**src/rtl/dtmr_pkg.sv**
```systemverilog
package dtmr_pkg;

   typedef enum logic [1:0] {
      SEL_VECTOR  = 2'd0,
      SEL_INIT    = 2'd1,
      SEL_CURRENT = 2'd2,
      SEL_DIVIDE  = 2'd3
   } dtmr_sel_e;

   typedef struct packed {
      logic periodic;
      logic masked;
   } dtmr_ctl_t;

endpackage

```
**src/rtl/dtmr_prescaler.sv**
```systemverilog
module dtmr_prescaler #(
   parameter int MAX_SHIFT = 7,
   parameter int DIV_W     = 4
) (
   input  logic             clk,
   input  logic             rst_n,
   input  logic [DIV_W-1:0] div_code,
   output logic             tick
);

   logic [MAX_SHIFT:0] tap;

   generate
      if (MAX_SHIFT == 0) begin : g_direct
         assign tap[0] = 1'b1;
      end else begin : g_counted
         logic [MAX_SHIFT-1:0] pre_q;

         always_ff @(posedge clk or negedge rst_n) begin
            if (!rst_n) pre_q <= '0;
            else        pre_q <= pre_q + 1'b1;
         end

         assign tap[0] = 1'b1;
         for (genvar s = 1; s <= MAX_SHIFT; s++) begin : g_tap
            assign tap[s] = tap[s-1] & pre_q[s-1];
         end
      end
   endgenerate

   // codes above MAX_SHIFT match no tap and so never tick
   always_comb begin
      tick = 1'b0;
      for (int s = 0; s <= MAX_SHIFT; s++) begin
         if (div_code == DIV_W'(s)) tick = tap[s];
      end
   end

endmodule

```
**src/rtl/dtmr_regs.sv**
```systemverilog
module dtmr_regs import dtmr_pkg::*; #(
   parameter int DATA_W   = 32,
   parameter int CNT_W    = 32,
   parameter int VEC_W    = 8,
   parameter int DIV_W    = 4,
   parameter int MASK_BIT = 16,
   parameter int MODE_BIT = 17
) (
   input  logic              clk,
   input  logic              rst_n,
   input  logic              wr_en,
   input  dtmr_sel_e         wr_sel,
   input  logic [DATA_W-1:0] wr_data,
   input  dtmr_sel_e         rd_sel,
   input  logic [CNT_W-1:0]  init_cnt,
   input  logic [CNT_W-1:0]  cur_cnt,
   output logic [DATA_W-1:0] rd_data,
   output logic [VEC_W-1:0]  vec_cfg,
   output dtmr_ctl_t         ctl,
   output logic [DIV_W-1:0]  div_code
);

   logic unused_wr_bits;
   assign unused_wr_bits = ^wr_data;

   always_ff @(posedge clk or negedge rst_n) begin
      if (!rst_n) begin
         vec_cfg      <= '0;
         ctl.masked   <= 1'b1;
         ctl.periodic <= 1'b0;
         div_code     <= '0;
      end else if (wr_en) begin
         case (wr_sel)
            SEL_VECTOR: begin
               vec_cfg      <= wr_data[VEC_W-1:0];
               ctl.masked   <= wr_data[MASK_BIT];
               ctl.periodic <= wr_data[MODE_BIT];
            end
            SEL_DIVIDE: div_code <= wr_data[DIV_W-1:0];
            default: ;
         endcase
      end
   end

   always_comb begin
      rd_data = '0;
      case (rd_sel)
         SEL_VECTOR: begin
            rd_data[VEC_W-1:0] = vec_cfg;
            rd_data[MASK_BIT]  = ctl.masked;
            rd_data[MODE_BIT]  = ctl.periodic;
         end
         SEL_INIT:    rd_data[CNT_W-1:0] = init_cnt;
         SEL_CURRENT: rd_data[CNT_W-1:0] = cur_cnt;
         SEL_DIVIDE:  rd_data[DIV_W-1:0] = div_code;
         default: ;
      endcase
   end

endmodule

```
**src/rtl/dtmr_counter.sv**
```systemverilog
module dtmr_counter import dtmr_pkg::*; #(
   parameter int CNT_W = 32,
   parameter int VEC_W = 8
) (
   input  logic             clk,
   input  logic             rst_n,
   input  logic             tick,
   input  logic             ld_init,
   input  logic             ld_cur,
   input  logic [CNT_W-1:0] wr_val,
   input  dtmr_ctl_t        ctl,
   input  logic [VEC_W-1:0] vec_cfg,
   output logic [CNT_W-1:0] init_cnt,
   output logic [CNT_W-1:0] cur_cnt,
   output logic             irq_req,
   output logic [VEC_W-1:0] irq_vec
);

   localparam logic [CNT_W-1:0] ONE = CNT_W'(1);

   logic armed;
   logic last_tick;

   assign armed     = tick && (init_cnt != '0) && (cur_cnt != '0);
   assign last_tick = armed && (cur_cnt == ONE);

   always_ff @(posedge clk or negedge rst_n) begin
      if (!rst_n) begin
         init_cnt <= '0;
         cur_cnt  <= '0;
         irq_req  <= 1'b0;
         irq_vec  <= '0;
      end else begin
         irq_req <= 1'b0;
         if (ld_init) begin
            init_cnt <= wr_val;
            cur_cnt  <= wr_val;
         end else if (ld_cur) begin
            cur_cnt <= wr_val;
         end else if (last_tick) begin
            cur_cnt <= ctl.periodic ? init_cnt : '0;
            if (!ctl.masked) begin
               irq_req <= 1'b1;
               irq_vec <= vec_cfg;
            end
         end else if (armed) begin
            cur_cnt <= cur_cnt - ONE;
         end
      end
   end

endmodule

```
**src/rtl/divided_countdown_timer.sv**
```systemverilog
module divided_countdown_timer import dtmr_pkg::*; #(
   parameter int DATA_W    = 32,
   parameter int CNT_W     = 32,
   parameter int VEC_W     = 8,
   parameter int DIV_W     = 4,
   parameter int MAX_SHIFT = 7,
   parameter int MASK_BIT  = 16,
   parameter int MODE_BIT  = 17
) (
   input  logic              clk,
   input  logic              rst_n,
   input  logic              wr_en,
   input  logic [1:0]        wr_addr,
   input  logic [DATA_W-1:0] wr_data,
   input  logic [1:0]        rd_addr,
   output logic [DATA_W-1:0] rd_data,
   output logic              irq_req,
   output logic [VEC_W-1:0]  irq_vec
);

   generate
      if (CNT_W > DATA_W) begin : g_bad_cnt
         $error("CNT_W must fit in DATA_W");
      end
      if (MASK_BIT >= DATA_W || MODE_BIT >= DATA_W || MASK_BIT == MODE_BIT) begin : g_bad_bits
         $error("mask and mode bits must be distinct and inside DATA_W");
      end
      if (VEC_W > MASK_BIT || VEC_W > MODE_BIT) begin : g_bad_vec
         $error("vector field overlaps mask or mode bit");
      end
      if ((1 << DIV_W) <= MAX_SHIFT || DIV_W > DATA_W) begin : g_bad_div
         $error("DIV_W too narrow for MAX_SHIFT");
      end
   endgenerate

   dtmr_sel_e             wr_sel;
   dtmr_sel_e             rd_sel;
   logic [CNT_W-1:0]      init_cnt;
   logic [CNT_W-1:0]      cur_cnt;
   logic [VEC_W-1:0]      vec_cfg;
   dtmr_ctl_t             ctl;
   logic [DIV_W-1:0]      div_code;
   logic                  tick;
   logic                  ld_init;
   logic                  ld_cur;

   assign wr_sel  = dtmr_sel_e'(wr_addr);
   assign rd_sel  = dtmr_sel_e'(rd_addr);
   assign ld_init = wr_en && (wr_sel == SEL_INIT);
   assign ld_cur  = wr_en && (wr_sel == SEL_CURRENT);

   dtmr_regs #(
      .DATA_W(DATA_W), .CNT_W(CNT_W), .VEC_W(VEC_W), .DIV_W(DIV_W),
      .MASK_BIT(MASK_BIT), .MODE_BIT(MODE_BIT)
   ) u_regs (
      .clk(clk), .rst_n(rst_n), .wr_en(wr_en), .wr_sel(wr_sel),
      .wr_data(wr_data), .rd_sel(rd_sel), .init_cnt(init_cnt),
      .cur_cnt(cur_cnt), .rd_data(rd_data), .vec_cfg(vec_cfg),
      .ctl(ctl), .div_code(div_code)
   );

   dtmr_prescaler #(
      .MAX_SHIFT(MAX_SHIFT), .DIV_W(DIV_W)
   ) u_pre (
      .clk(clk), .rst_n(rst_n), .div_code(div_code), .tick(tick)
   );

   dtmr_counter #(
      .CNT_W(CNT_W), .VEC_W(VEC_W)
   ) u_cnt (
      .clk(clk), .rst_n(rst_n), .tick(tick), .ld_init(ld_init),
      .ld_cur(ld_cur), .wr_val(wr_data[CNT_W-1:0]), .ctl(ctl),
      .vec_cfg(vec_cfg), .init_cnt(init_cnt), .cur_cnt(cur_cnt),
      .irq_req(irq_req), .irq_vec(irq_vec)
   );

endmodule

```
**config.mk**
```make
export PLATFORM = sky130hd
export DESIGN_NAME = divided_countdown_timer
export DESIGN_NICKNAME = d
export VERILOG_FILES = /design/src/rtl/dtmr_pkg.sv /design/src/rtl/dtmr_prescaler.sv /design/src/rtl/dtmr_regs.sv /design/src/rtl/dtmr_counter.sv /design/src/rtl/divided_countdown_timer.sv
export SDC_FILE = /design/constraint.sdc
export NUM_CORES = 1
export LEC_CHECK = 0
export BUFFER_PORTS_ARGS = -buffer_cell sky130_fd_sc_hd__buf_2
export CAP_MARGIN = 20
export CELL_PAD_IN_SITES_DETAIL_PLACEMENT = 0
export CELL_PAD_IN_SITES_GLOBAL_PLACEMENT = 1
export CORE_MARGIN = 1
export CORE_UTILIZATION = 40
export DETAILED_ROUTE_END_ITERATION = 8
export PLACE_DENSITY_LB_ADDON = 0.1
export SYNTH_ARGS = -nofsm -noshare
export SYNTH_HDL_FRONTEND = slang
export SYNTH_SLANG_ARGS = --single-unit
export TNS_END_PERCENT = 10
```
**constraint.sdc**
```tcl
create_clock -name clk -period 3.4 [get_ports clk]
set_clock_uncertainty 0.05 [all_clocks]
set_input_delay 0 -clock clk [delete_from_list [all_inputs] [get_ports clk]]
set_output_delay 0 -clock clk [all_outputs]
set_load 0.01 [all_outputs]
```
# Word-level counts from Yosys, hierarchy flattened

Cells that the tools add are included.

Mux-type cells: 22
Reductions and logical operators: 14
Bitwise operators: 9
Add/sub/neg operators: 2
Eq/ne operators: 14

Operators by type and width:

| operator                                           | count |
|---|---|
| two-way mux 32 bit                                 | 5 |
| nonzero test 32 bit                                | 2 |
| == test 32 x 1 -> 1 bit, second input constant     | 1 |
| subtractor 32 x 1 -> 32 bit, second input constant | 1 |
| one-hot mux 14 bit (2 select lines)                | 1 |
| == test 4 x 3 -> 1 bit, second input constant      | 4 |
| one-hot mux 4 bit (4 select lines)                 | 1 |
| one-hot mux 8 bit (2 select lines)                 | 1 |
| two-way mux 1 bit                                  | 12 |
| one-hot mux 4 bit (3 select lines)                 | 1 |
| == test 2 bit, second input constant               | 4 |
| == test 4 x 2 -> 1 bit, second input constant      | 2 |
| adder 7 x 1 -> 7 bit, second input constant        | 1 |
| AND 1 bit                                          | 6 |
| one-hot mux 2 bit (3 select lines)                 | 1 |
| logical AND 1 bit                                  | 5 |
| == test 2 x 1 -> 1 bit, second input constant      | 2 |
| == test 4 x 1 -> 1 bit, second input constant      | 1 |
| zero test 2 bit                                    | 2 |
| zero test 4 bit                                    | 1 |
| AND reduction 2 bit                                | 2 |
| AND reduction 4 bit                                | 1 |
| nonzero test 4 bit                                 | 1 |
| inverter 1 bit                                     | 3 |

Register bits: 94
Output and inout bits: 41
Bits of input ports: 39
Logic and storage cells: 70

# Depth between registers and ports, before layout

Gate-level depths: netlist of run 1.

Depth in word-level cells: 15
Gate-level depth with buffers: 9
Gate-level depth less buffers: 8

# By module

A second synthesis of run 1 with hierarchy kept.

Cell total of the unflattened synthesis: 599
Area total of the unflattened synthesis: 5711.7 um^2

By module, submodules not included:

| module                  | instances | cells an instance | area each (um^2) |
|---|---|---|---|
| dtmr_counter            | 1         | 450               | 4201.5 |
| dtmr_regs               | 1         | 116               | 1147.4 |
| dtmr_prescaler          | 1         | 31                | 345.3 |
| divided_countdown_timer | 1         | 2                 | 17.5 |

# Worst setup path before layout of run 1

Ideal clock, no wire load.

Kind: reg-to-reg
Start: register u_cnt.cur_cnt[16]
End: register u_cnt.cur_cnt[20]
Stages on the path, launching flop included: 9
Library setup time: 0.087 ns
Buffers on the path: 2
Slack: 0.268 ns
Arrival: 2.995 ns
Period minus slack after synthesis: 3.132 ns
Cells stage by stage: dfrtp_1 -> or4_4 -> buf_6 -> or2_1 -> clkbuf_2 -> or4_2 -> nor3_2 -> mux2_2 -> o211ai_1

Longest elaborated chain between the ends: 6

Ends and longest elaborated chain:

| what                                                                | line               | text |
|---|---|---|
| start: declaration                                                  | dtmr_counter.sv:14 | `output logic [CNT_W-1:0] cur_cnt,` |
| start signal: assignment                                            | dtmr_counter.sv:37 | `cur_cnt <= wr_val;` |
| start signal: assignment                                            | dtmr_counter.sv:39 | `cur_cnt <= wr_val;` |
| start signal: assignment                                            | dtmr_counter.sv:41 | `cur_cnt <= ctl.periodic ? init_cnt : '0;` |
| branches (longest 6 deep; another with subtractor 32 x 1 -> 32 bit) | -                  |  |

Several ways; the timed one is not identified. The select of a mux whose other input is x is not followed.
A chain may end at the register's enable or synchronous reset.

# Worst setup path after layout of run 1

Start: register u_cnt.cur_cnt[19]
End: register u_cnt.cur_cnt[29]

Same word-level chain as after synthesis.

==> impl_summary.md, run 1 <==
Outcome
The flow ran to the end, and the final reports show no timing, DRC or antenna violations.

Worst setup path
The startpoint class of the critical path is a flop. The required arrival time at the worst endpoint is 3.59 ns. The worst register-to-register path ends at u_cnt.cur_cnt[29]. The worst register-to-register path has a depth of 6. In this run the critical register-to-register path is launched from u_cnt.cur_cnt[19].

STA classifies the critical path endpoint as a flop. Of all nets on the critical path, the largest fanout is 9. The launch point of the worst path is u_cnt.cur_cnt[19]. The internal reg-to-reg setup slack is 0.21 ns. The data arrival time of the critical path is approximately 3.4 ns.

The category of the most critical setup path is flop to flop.

Global route
Entering global routing, the biggest net connects 60 pins. The number of global-route vias before repair is between 5,000 and 6,000. The first-pass GRT wire length is just over 30,000 um. The total congestion overflow is 0. The number of antenna violations at the first check in global routing came to 0.

The total global-route track usage is 0.2693.

Synthesis
The number of enable flip-flop cells after synthesis is 0. Counting flops and latches in the post-synthesis netlist gives 94. The area fraction of the dominant cell type after synthesis is 0.4041. Of the synthesized area, sequential elements account for 0.4086.

The count of different cell masters after synthesis is 58. Synthesis produced 613 cells. After synthesis, the most frequently instantiated cells are 93 x sky130_fd_sc_hd__dfrtp_1, 63 x sky130_fd_sc_hd__nand2_1, 55 x sky130_fd_sc_hd__mux2_2.

The number of warning messages in the yosys log is 0. After synthesis the cells add up to 5759 um2. Counting every net in the synthesized netlist gives ~660.

The mean area per synthesized cell is around 9.4 um2. Yosys instantiated no cell more often than sky130_fd_sc_hd__dfrtp_1. In the synthesized netlist the async set-or-reset flop fraction comes to 1.000.

After synthesis, the cell types taking the most area are sky130_fd_sc_hd__dfrtp_1 40%, sky130_fd_sc_hd__mux2_2 11%, sky130_fd_sc_hd__nand2_1 4.1%. The most used flip-flop cell after synthesis is sky130_fd_sc_hd__dfrtp_1. The largest total area in the synthesized netlist belongs to sky130_fd_sc_hd__dfrtp_1.

Timing
Timing would allow up to 313.4 MHz. Subtracting the final worst setup slack from the clock period gives roughly 3.2 ns. Setup repair after global routing left no endpoint under its margin. The worst slew margin relative to its limit is 0.2817. The total count of max-transition violations in the final report is 0. Setup violations remaining at the end of the flow were counted as 0.

The post-route setup TNS is 0 ns. The final period utilization is 0.9386. The number of hold violations in the final report is 0. The worst-margin pin slew is approximately 1.1 ns.

Route
The detailed router finished its first iteration with 571 violations. The total number of vias is 5,447. The post-detailed-route DRC marker count is 0.

The number of vias per cell is about 6. Wires add up to about 19,000 um. The first TritonRoute pass finished after 7 iterations. The number of nets with antenna violations after detailed routing is 0. Dividing the detail-routed wire length by the instance count gives roughly 21 um.

Die
During I/O placement, the number of pins put on the boundary was 80. The die is 122.0 um wide. Measured along the y axis, the die boundary spans 122.0 um. The core region is between 10,000 and 15,000 um2. The initial utilization of the core area, before any placement, comes to 0.4117.

The die covers 14,880 um2. The number of rows created at floorplan is 43.

Clock tree
The post-CTS repair timing setup buffer count is 0. After clock tree synthesis, the flow added hold-fix buffers numbering 33. The clock sink total is between 90 and 100.

TritonCTS built the clock tree. The clock tree synthesis step divided the H-tree into 3 levels. The latest clock arrival within the worst-skew pair is between 0.3 and 0.4 ns. The TritonCTS buffer count is 9. The total of cells resized after clock tree synthesis is 0. The clock passes through at most 2 buffers. After clock tree synthesis, the clock-pin slew on the worst setup and hold paths is approximately 0.07 ns. The cell at the root of the clock tree is sky130_fd_sc_hd__clkbuf_16.

Hold path
The terminating pin of the worst hold path is u_regs.vec_cfg[1]. The launch point of the worst hold path is wr_addr[0]. The type of the most critical hold path is input port to flop. The worst hold path was traced through 4 stages.

Power
In this run the power density over the cells is 546.2 nW/um2. The sequential cell fraction of total power is 0.435. The relative contribution of the clock network to total power is 0.251. The power dissipated by switching net loads is 1.450 mW. The switching power as a share of total power is 0.3745. The analysis attributes to cell leakage a power of 2.988 nW. Cell internal power was estimated by the tool at about 2.4 mW. The worst-case IR drop observed on VDD is between 200 and 250 uV.

The part of the power in combinational logic is 0.315. Power comes to about 3.9 mW.

Final layout
At the end of the flow, the number of nets in the layout was roughly 780. The number of antenna diodes in the final layout is 0. The relative area change from synthesis to final layout is 23.07%. Of the cells placed in the final design, the portion with a size suffix greater than 1 is 0.2637.

The share of the core filled with cells in the final layout is 0.5067.

Placement
During placement, the flow inserted port buffers numbering between 70 and 80. Summed over all nets, the half-perimeter wirelength after detailed placement is approximately 13,000 um. The final weighted congestion in routability-driven placement is about 0.92.

Flow run
Max-cap violations in this run came to 0.
==> stage by stage <==
| step | cells | area (um2) | hold WS [ns] | setup slack, ns |
|---|---|---|---|---|
| 2_1_floorplan | 613 | 5759 | -0.3456 | 0.2683 |
| 3_3_place_gp | 862 | 6464 | 0.09624 | 0.2877 |
| 3_5_place_dp | 862 | 6464 | 0.1075 | 0.2254 |
| 4_1_cts | 911 | 7073 | 0.07717 | 0.2174 |
| 5_1_grt | 912 | 7088 | 0.09592 | 0.1164 |
| 6_report | 912 | 7088 | 0.08227 | 0.2088 |
==> area by class of cell <==
type | count | area (um2)
Fill cell | 1370 | 6900
Multi-Input combinational cell | 467 | 3201
Inverter | 11 | 41.29
Tap cell | 180 | 225.2
Sequential cell | 94 | 2354
Clock inverter | 4 | 32.53
Clock buffer | 12 | 246.5
Timing Repair Buffer | 144 | 988.4
==> metal layers <==
metal | global-route usage | routed length, um | vias up
li1 | - | - | 2506
met1 | 0.3673 | 8607 | 2710
met2 | 0.4357 | 9116 | 208
met3 | 0.03230 | 980 | 23
met4 | 0.1011 | 355 | 0
met5 | 0 | 0 | -
==> logic make-up (layout without fill, tap and decap cells) <==
kind of cell               Yosys count  in the layout  synth area share
muxes                               63             63            0.1214
DFF                                 94             94            0.4086
AOI/OAI and AO/OA                  151            151            0.1788
xor gates and xnor gates            21             21           0.03194
buffers and inverters               52            171           0.03758
and+or+nand+nor                    221            221            0.1977
adders and majority gates           11             11           0.02390
==> worst max-delay path by stage <==
stage,endpoint
finish,u_cnt.cur_cnt[29]
global route,u_cnt.cur_cnt[27]
CTS,u_cnt.cur_cnt[29]
detailed placement,u_cnt.cur_cnt[27]
global placement,u_cnt.cur_cnt[27]
floorplan,u_cnt.cur_cnt[20]
==> sequential cells by signal, indices dropped and copies added, names as in the netlist <==
signal	flops
u_cnt.cur_cnt	32
u_cnt.init_cnt	32
u_cnt.irq_vec	8
u_regs.vec_cfg	8
u_pre.g_counted.pre_q	7
u_regs.div_code	4
u_regs.ctl	2
u_cnt.irq_req	1
==> power groups by stage <==
stage               Combinational, mW  Sequential [mW]  Clock [mW]
floorplan                       0.820             1.56           0
global placement                 1.16             1.68           0
detailed placement               1.18             1.69           0
CTS                              1.21             1.68       0.992
global route                     1.34             1.72        1.03
finish                           1.22             1.68       0.971
==> cells in the final DEF (no fill, tap or decap), types with 3 or more instances in the layout <==
cell	n
sky130_fd_sc_hd__a221o_1	9
sky130_fd_sc_hd__nor2_1	38
sky130_fd_sc_hd__a32oi_1	6
sky130_fd_sc_hd__mux2i_1	8
sky130_fd_sc_hd__buf_4	31
sky130_fd_sc_hd__buf_2	78
sky130_fd_sc_hd__or3_1	4
sky130_fd_sc_hd__a31oi_1	6
sky130_fd_sc_hd__o31ai_1	8
sky130_fd_sc_hd__mux2_2	55
sky130_fd_sc_hd__a21oi_1	36
sky130_fd_sc_hd__and2_1	4
sky130_fd_sc_hd__xnor2_1	12
sky130_fd_sc_hd__nor4_1	14
sky130_fd_sc_hd__clkbuf_16	9
sky130_fd_sc_hd__dfrtp_1	93
sky130_fd_sc_hd__and3_1	4
sky130_fd_sc_hd__xor2_1	9
sky130_fd_sc_hd__o21ai_0	30
sky130_fd_sc_hd__o211ai_1	5
sky130_fd_sc_hd__a22oi_1	22
sky130_fd_sc_hd__nand2_1	63
sky130_fd_sc_hd__a222oi_1	10
sky130_fd_sc_hd__nand4_1	12
sky130_fd_sc_hd__nor3_1	15
sky130_fd_sc_hd__inv_1	11
sky130_fd_sc_hd__ha_1	11
sky130_fd_sc_hd__nand3_1	22
sky130_fd_sc_hd__o21bai_1	4
sky130_fd_sc_hd__or4_4	3
sky130_fd_sc_hd__nor2b_1	23
sky130_fd_sc_hd__dlygate4sd3_1	33
==> critical path, cell delays in order (launching register included) <==
cell and delay [ns]:
sky130_fd_sc_hd__dfrtp_1 0.42, sky130_fd_sc_hd__or4_4 0.61, sky130_fd_sc_hd__or2_1 0.34, sky130_fd_sc_hd__or4_4 0.55, sky130_fd_sc_hd__or4_4 0.61, sky130_fd_sc_hd__mux2i_1 0.16
sky130_fd_sc_hd__a221o_1 0.32
No activity file was read; power rests on OpenSTA's default activity.
==> run 2, diff against run 1 <==
--- a/config.mk
+++ b/config.mk
@@ -13,6 +13,7 @@
 export CORE_UTILIZATION = 40
 export DETAILED_ROUTE_END_ITERATION = 8
 export PLACE_DENSITY_LB_ADDON = 0.1
+export REMOVE_ABC_BUFFERS = 1
 export SYNTH_ARGS = -nofsm -noshare
 export SYNTH_HDL_FRONTEND = slang
 export SYNTH_SLANG_ARGS = --single-unit
==> impl_summary.md, run 2 (synthesis results as in run 1) <==
Power
The maximum vdd ir drop is 242.2 uV (was 221.5 uV). The reported leakage power is 2.992 nW (was 2.988 nW). The design internal power was 2.482 mW (was 2.422 mW). The power density of the placed cells came to 554.2 nW/um2 (was 546.2 nW/um2). The power dissipated by switching net loads is 1.448 mW (was 1.450 mW). The switching power as a share of total power is 0.3685 (was 0.3745). The total design power is 3.929 mW (was 3.872 mW). The sequential cell fraction of total power is 0.427 (was 0.435).

The relative contribution of the clock network to total power is 0.264 (was 0.251). The part of the power in combinational logic came to 0.309 (was 0.315).

Final layout
Registers with the most flip-flops: u_cnt.cur_cnt (32), u_cnt.init_cnt (32) (unchanged). The layout cell share with drive strength beyond 1 is 0.2654 (was 0.2637). The number of diodes is 0 (unchanged). Most frequent cells in the layout: 93 x sky130_fd_sc_hd__dfrtp_1, 78 x sky130_fd_sc_hd__buf_2, 63 x sky130_fd_sc_hd__nand2_1 (unchanged).

The total of fill cells in the finished design is 1,355 (was 1,370). The relative area change from synthesis to final layout is 23.12% (was 23.07%). The leading cell type in the layout, fill and taps excluded is sky130_fd_sc_hd__dfrtp_1 (unchanged). The final cell area excluding filler cells is 7091 um2 (was 7088 um2). The count of nets after finishing is 777 (unchanged).

Outcome
Result of the run: complete, but fails checks (was complete, no violations). The final reports fail on negative hold slack.

Route
The final wirelength is 19,300 um (was 19,060 um). The total number of vias came to 5,428 (was 5,447). The per-cell routed wire length came to 21.18 um (was 20.90 um). The number of vias per cell is 5.958 (was 5.973). The starting DRC count in detailed routing came to 515 (was 571). The post-detailed-route DRC marker count is 0 (unchanged).

The first-pass iteration count of the detailed router is 5 (was 7). The number of nets with antenna violations after detailed routing is 0 (unchanged).

Timing
The total of endpoints with negative setup slack in the final report is 0 (unchanged). The worst hold slack across all endpoints is -0.02082 ns (was 0.08227 ns). The total count of max-transition violations in the final report was 0 (unchanged).

The achievable frequency came to 308.6 MHz (was 313.4 MHz). The number of hold violations in the final report is 3 (was 0). Setup repair after global routing missed its margin: false (unchanged). The final period utilization is 0.9530 (was 0.9386).

The post-route setup TNS is 0 ns (unchanged). The worst slew margin relative to its limit was 0.3820 (was 0.2817). The worst-margin pin slew is 0.9270 ns (was 1.073 ns). The minimum period implied by the final worst setup slack was 3.240 ns (was 3.191 ns).

Clock tree
The post-CTS repair timing setup buffer count came to 0 (unchanged). The register clock-pin slew on the reported worst setup and hold paths is 0.07 ns (about the same). The latest clock arrival within the worst-skew pair is 0.36 ns (about the same). The number of levels in the clock H-tree is 3 (unchanged). The total of cells resized after clock tree synthesis is 0 (unchanged).

The total of hold buffers inserted after clock tree synthesis is 33 (unchanged). The maximum buffer depth of the clock tree is 2 (unchanged). The clock sink total is 94 (unchanged).

The cell at the root of the clock tree is sky130_fd_sc_hd__clkbuf_16 (unchanged). The TritonCTS buffer count is 9 (unchanged). The TritonCTS clock tree is yes (unchanged).

Die
The number of primary I/O pins is 80 (unchanged). The die height was 122.0 um (unchanged). The die outline width is 122.0 um (unchanged). The starting density of the core is 0.4117 (unchanged). The area of the core region was 13,990 um2 (unchanged). The number of rows created at floorplan is 43 (unchanged). The area enclosed by the die boundary was 14,880 um2 (unchanged).

Worst setup path
The largest driver fanout on the critical path came to 12 (was 9). The startpoint class of the critical path is a flop (unchanged). The category of the most critical setup path is flop to flop (unchanged).

The required arrival time at the worst endpoint came to 3.56 ns (was 3.59 ns). The data arrival time of the critical path is 3.40 ns (was 3.38 ns). The endpoint kind of the worst setup timing path is a flop (unchanged).

Flow run
The number of violations of the max-capacitance limit is 0 (unchanged).

Hold path
The type of the most critical hold path is input port to flop (unchanged).

Global route
The number of antenna violations at the first check in global routing is 0 (unchanged). The largest net degree at the start of global routing is 69 (was 60). The number of global-route vias before repair is 5,264 (was 5,312).

The total congestion overflow came to 0 (unchanged). The first-pass GRT wire length came to 30,040 um (was 30,180 um). The total global-route track usage is 0.2702 (was 0.2693).

Placement
The total cell area at the placement stage came to 6451 um2 (was 6464 um2). The final weighted congestion in routability-driven placement came to 0.9111 (was 0.9218). The count of buffers from port buffering is 79 (unchanged). The detailed placer's ending HPWL is 13,340 um (was 13,420 um).
==> run 2: path summary, 6_finish.rpt <==
kind,start,to,slack (ns),cells after the start
worst max register to register,u_cnt.cur_cnt[19],u_cnt.cur_cnt[16],0.16,8
min in group asynchronous,rst_n,u_cnt.irq_vec[6],0.28,2
worst max-delay path,u_cnt.cur_cnt[19],u_cnt.cur_cnt[16],0.16,8
worst min-delay path,wr_addr[1],u_regs.vec_cfg[1],-0.02,4
worst min register to register,u_pre.g_counted.pre_q[0],u_pre.g_counted.pre_q[0],0.44,1
max in group asynchronous,rst_n,u_cnt.cur_cnt[13],2.25,3
==> run 2: power groups by stage <==
stage / sequential [mW] / clock, mW / combinational, mW
2_1_floorplan: 1.59 / 0 / 0.754
3_3_place_gp: 1.68 / 0 / 1.16
6_report: 1.68 / 1.04 / 1.21
4_1_cts: 1.67 / 1.06 / 1.21
3_5_place_dp: 1.69 / 0 / 1.17
5_1_grt: 1.72 / 1.10 / 1.33
==> run 2: metal layers <==
layer	vias up	routed length, um	track usage
met2	177	8850	0.4237
li1	2518	-	-
met4	0	384	0.1026
met3	22	1013	0.02903
met5	-	0	0
met1	2711	9049	0.3813
==> run 2: final cells by class <==
type	instances	area [um2]	share of cell area
Clock inverter	5	58.81	0.008294
Timing Repair Buffer	144	972.2	0.1371
Multi-Input combinational cell	467	3201	0.4514
Tap cell	180	225.2	0.03176
Inverter	11	41.29	0.005823
Sequential cell	94	2354	0.3319
Clock buffer	10	239.0	0.03370
==> run 2: worst max-delay path: stages (launching register included) <==
cell	delay [ns]
sky130_fd_sc_hd__dfrtp_1	0.42
sky130_fd_sc_hd__or4_4	0.61
sky130_fd_sc_hd__or2_1	0.27
sky130_fd_sc_hd__buf_4	0.16
sky130_fd_sc_hd__or4_2	0.66
sky130_fd_sc_hd__buf_4	0.22
sky130_fd_sc_hd__o21ai_0	0.15
sky130_fd_sc_hd__a21oi_1	0.09
sky130_fd_sc_hd__o31ai_1	0.45
==> run 2: stage by stage <==
step | setup slack [ns] | util | std cells
6_report | 0.1597 | 0.5069 | 911
5_1_grt | 0.1241 | 0.5069 | 911
4_1_cts | 0.2134 | 0.5061 | 910
3_5_place_dp | 0.2332 | 0.4612 | 862
3_3_place_gp | 0.2555 | 0.4612 | 862
2_1_floorplan | -0.7197 | - | 572
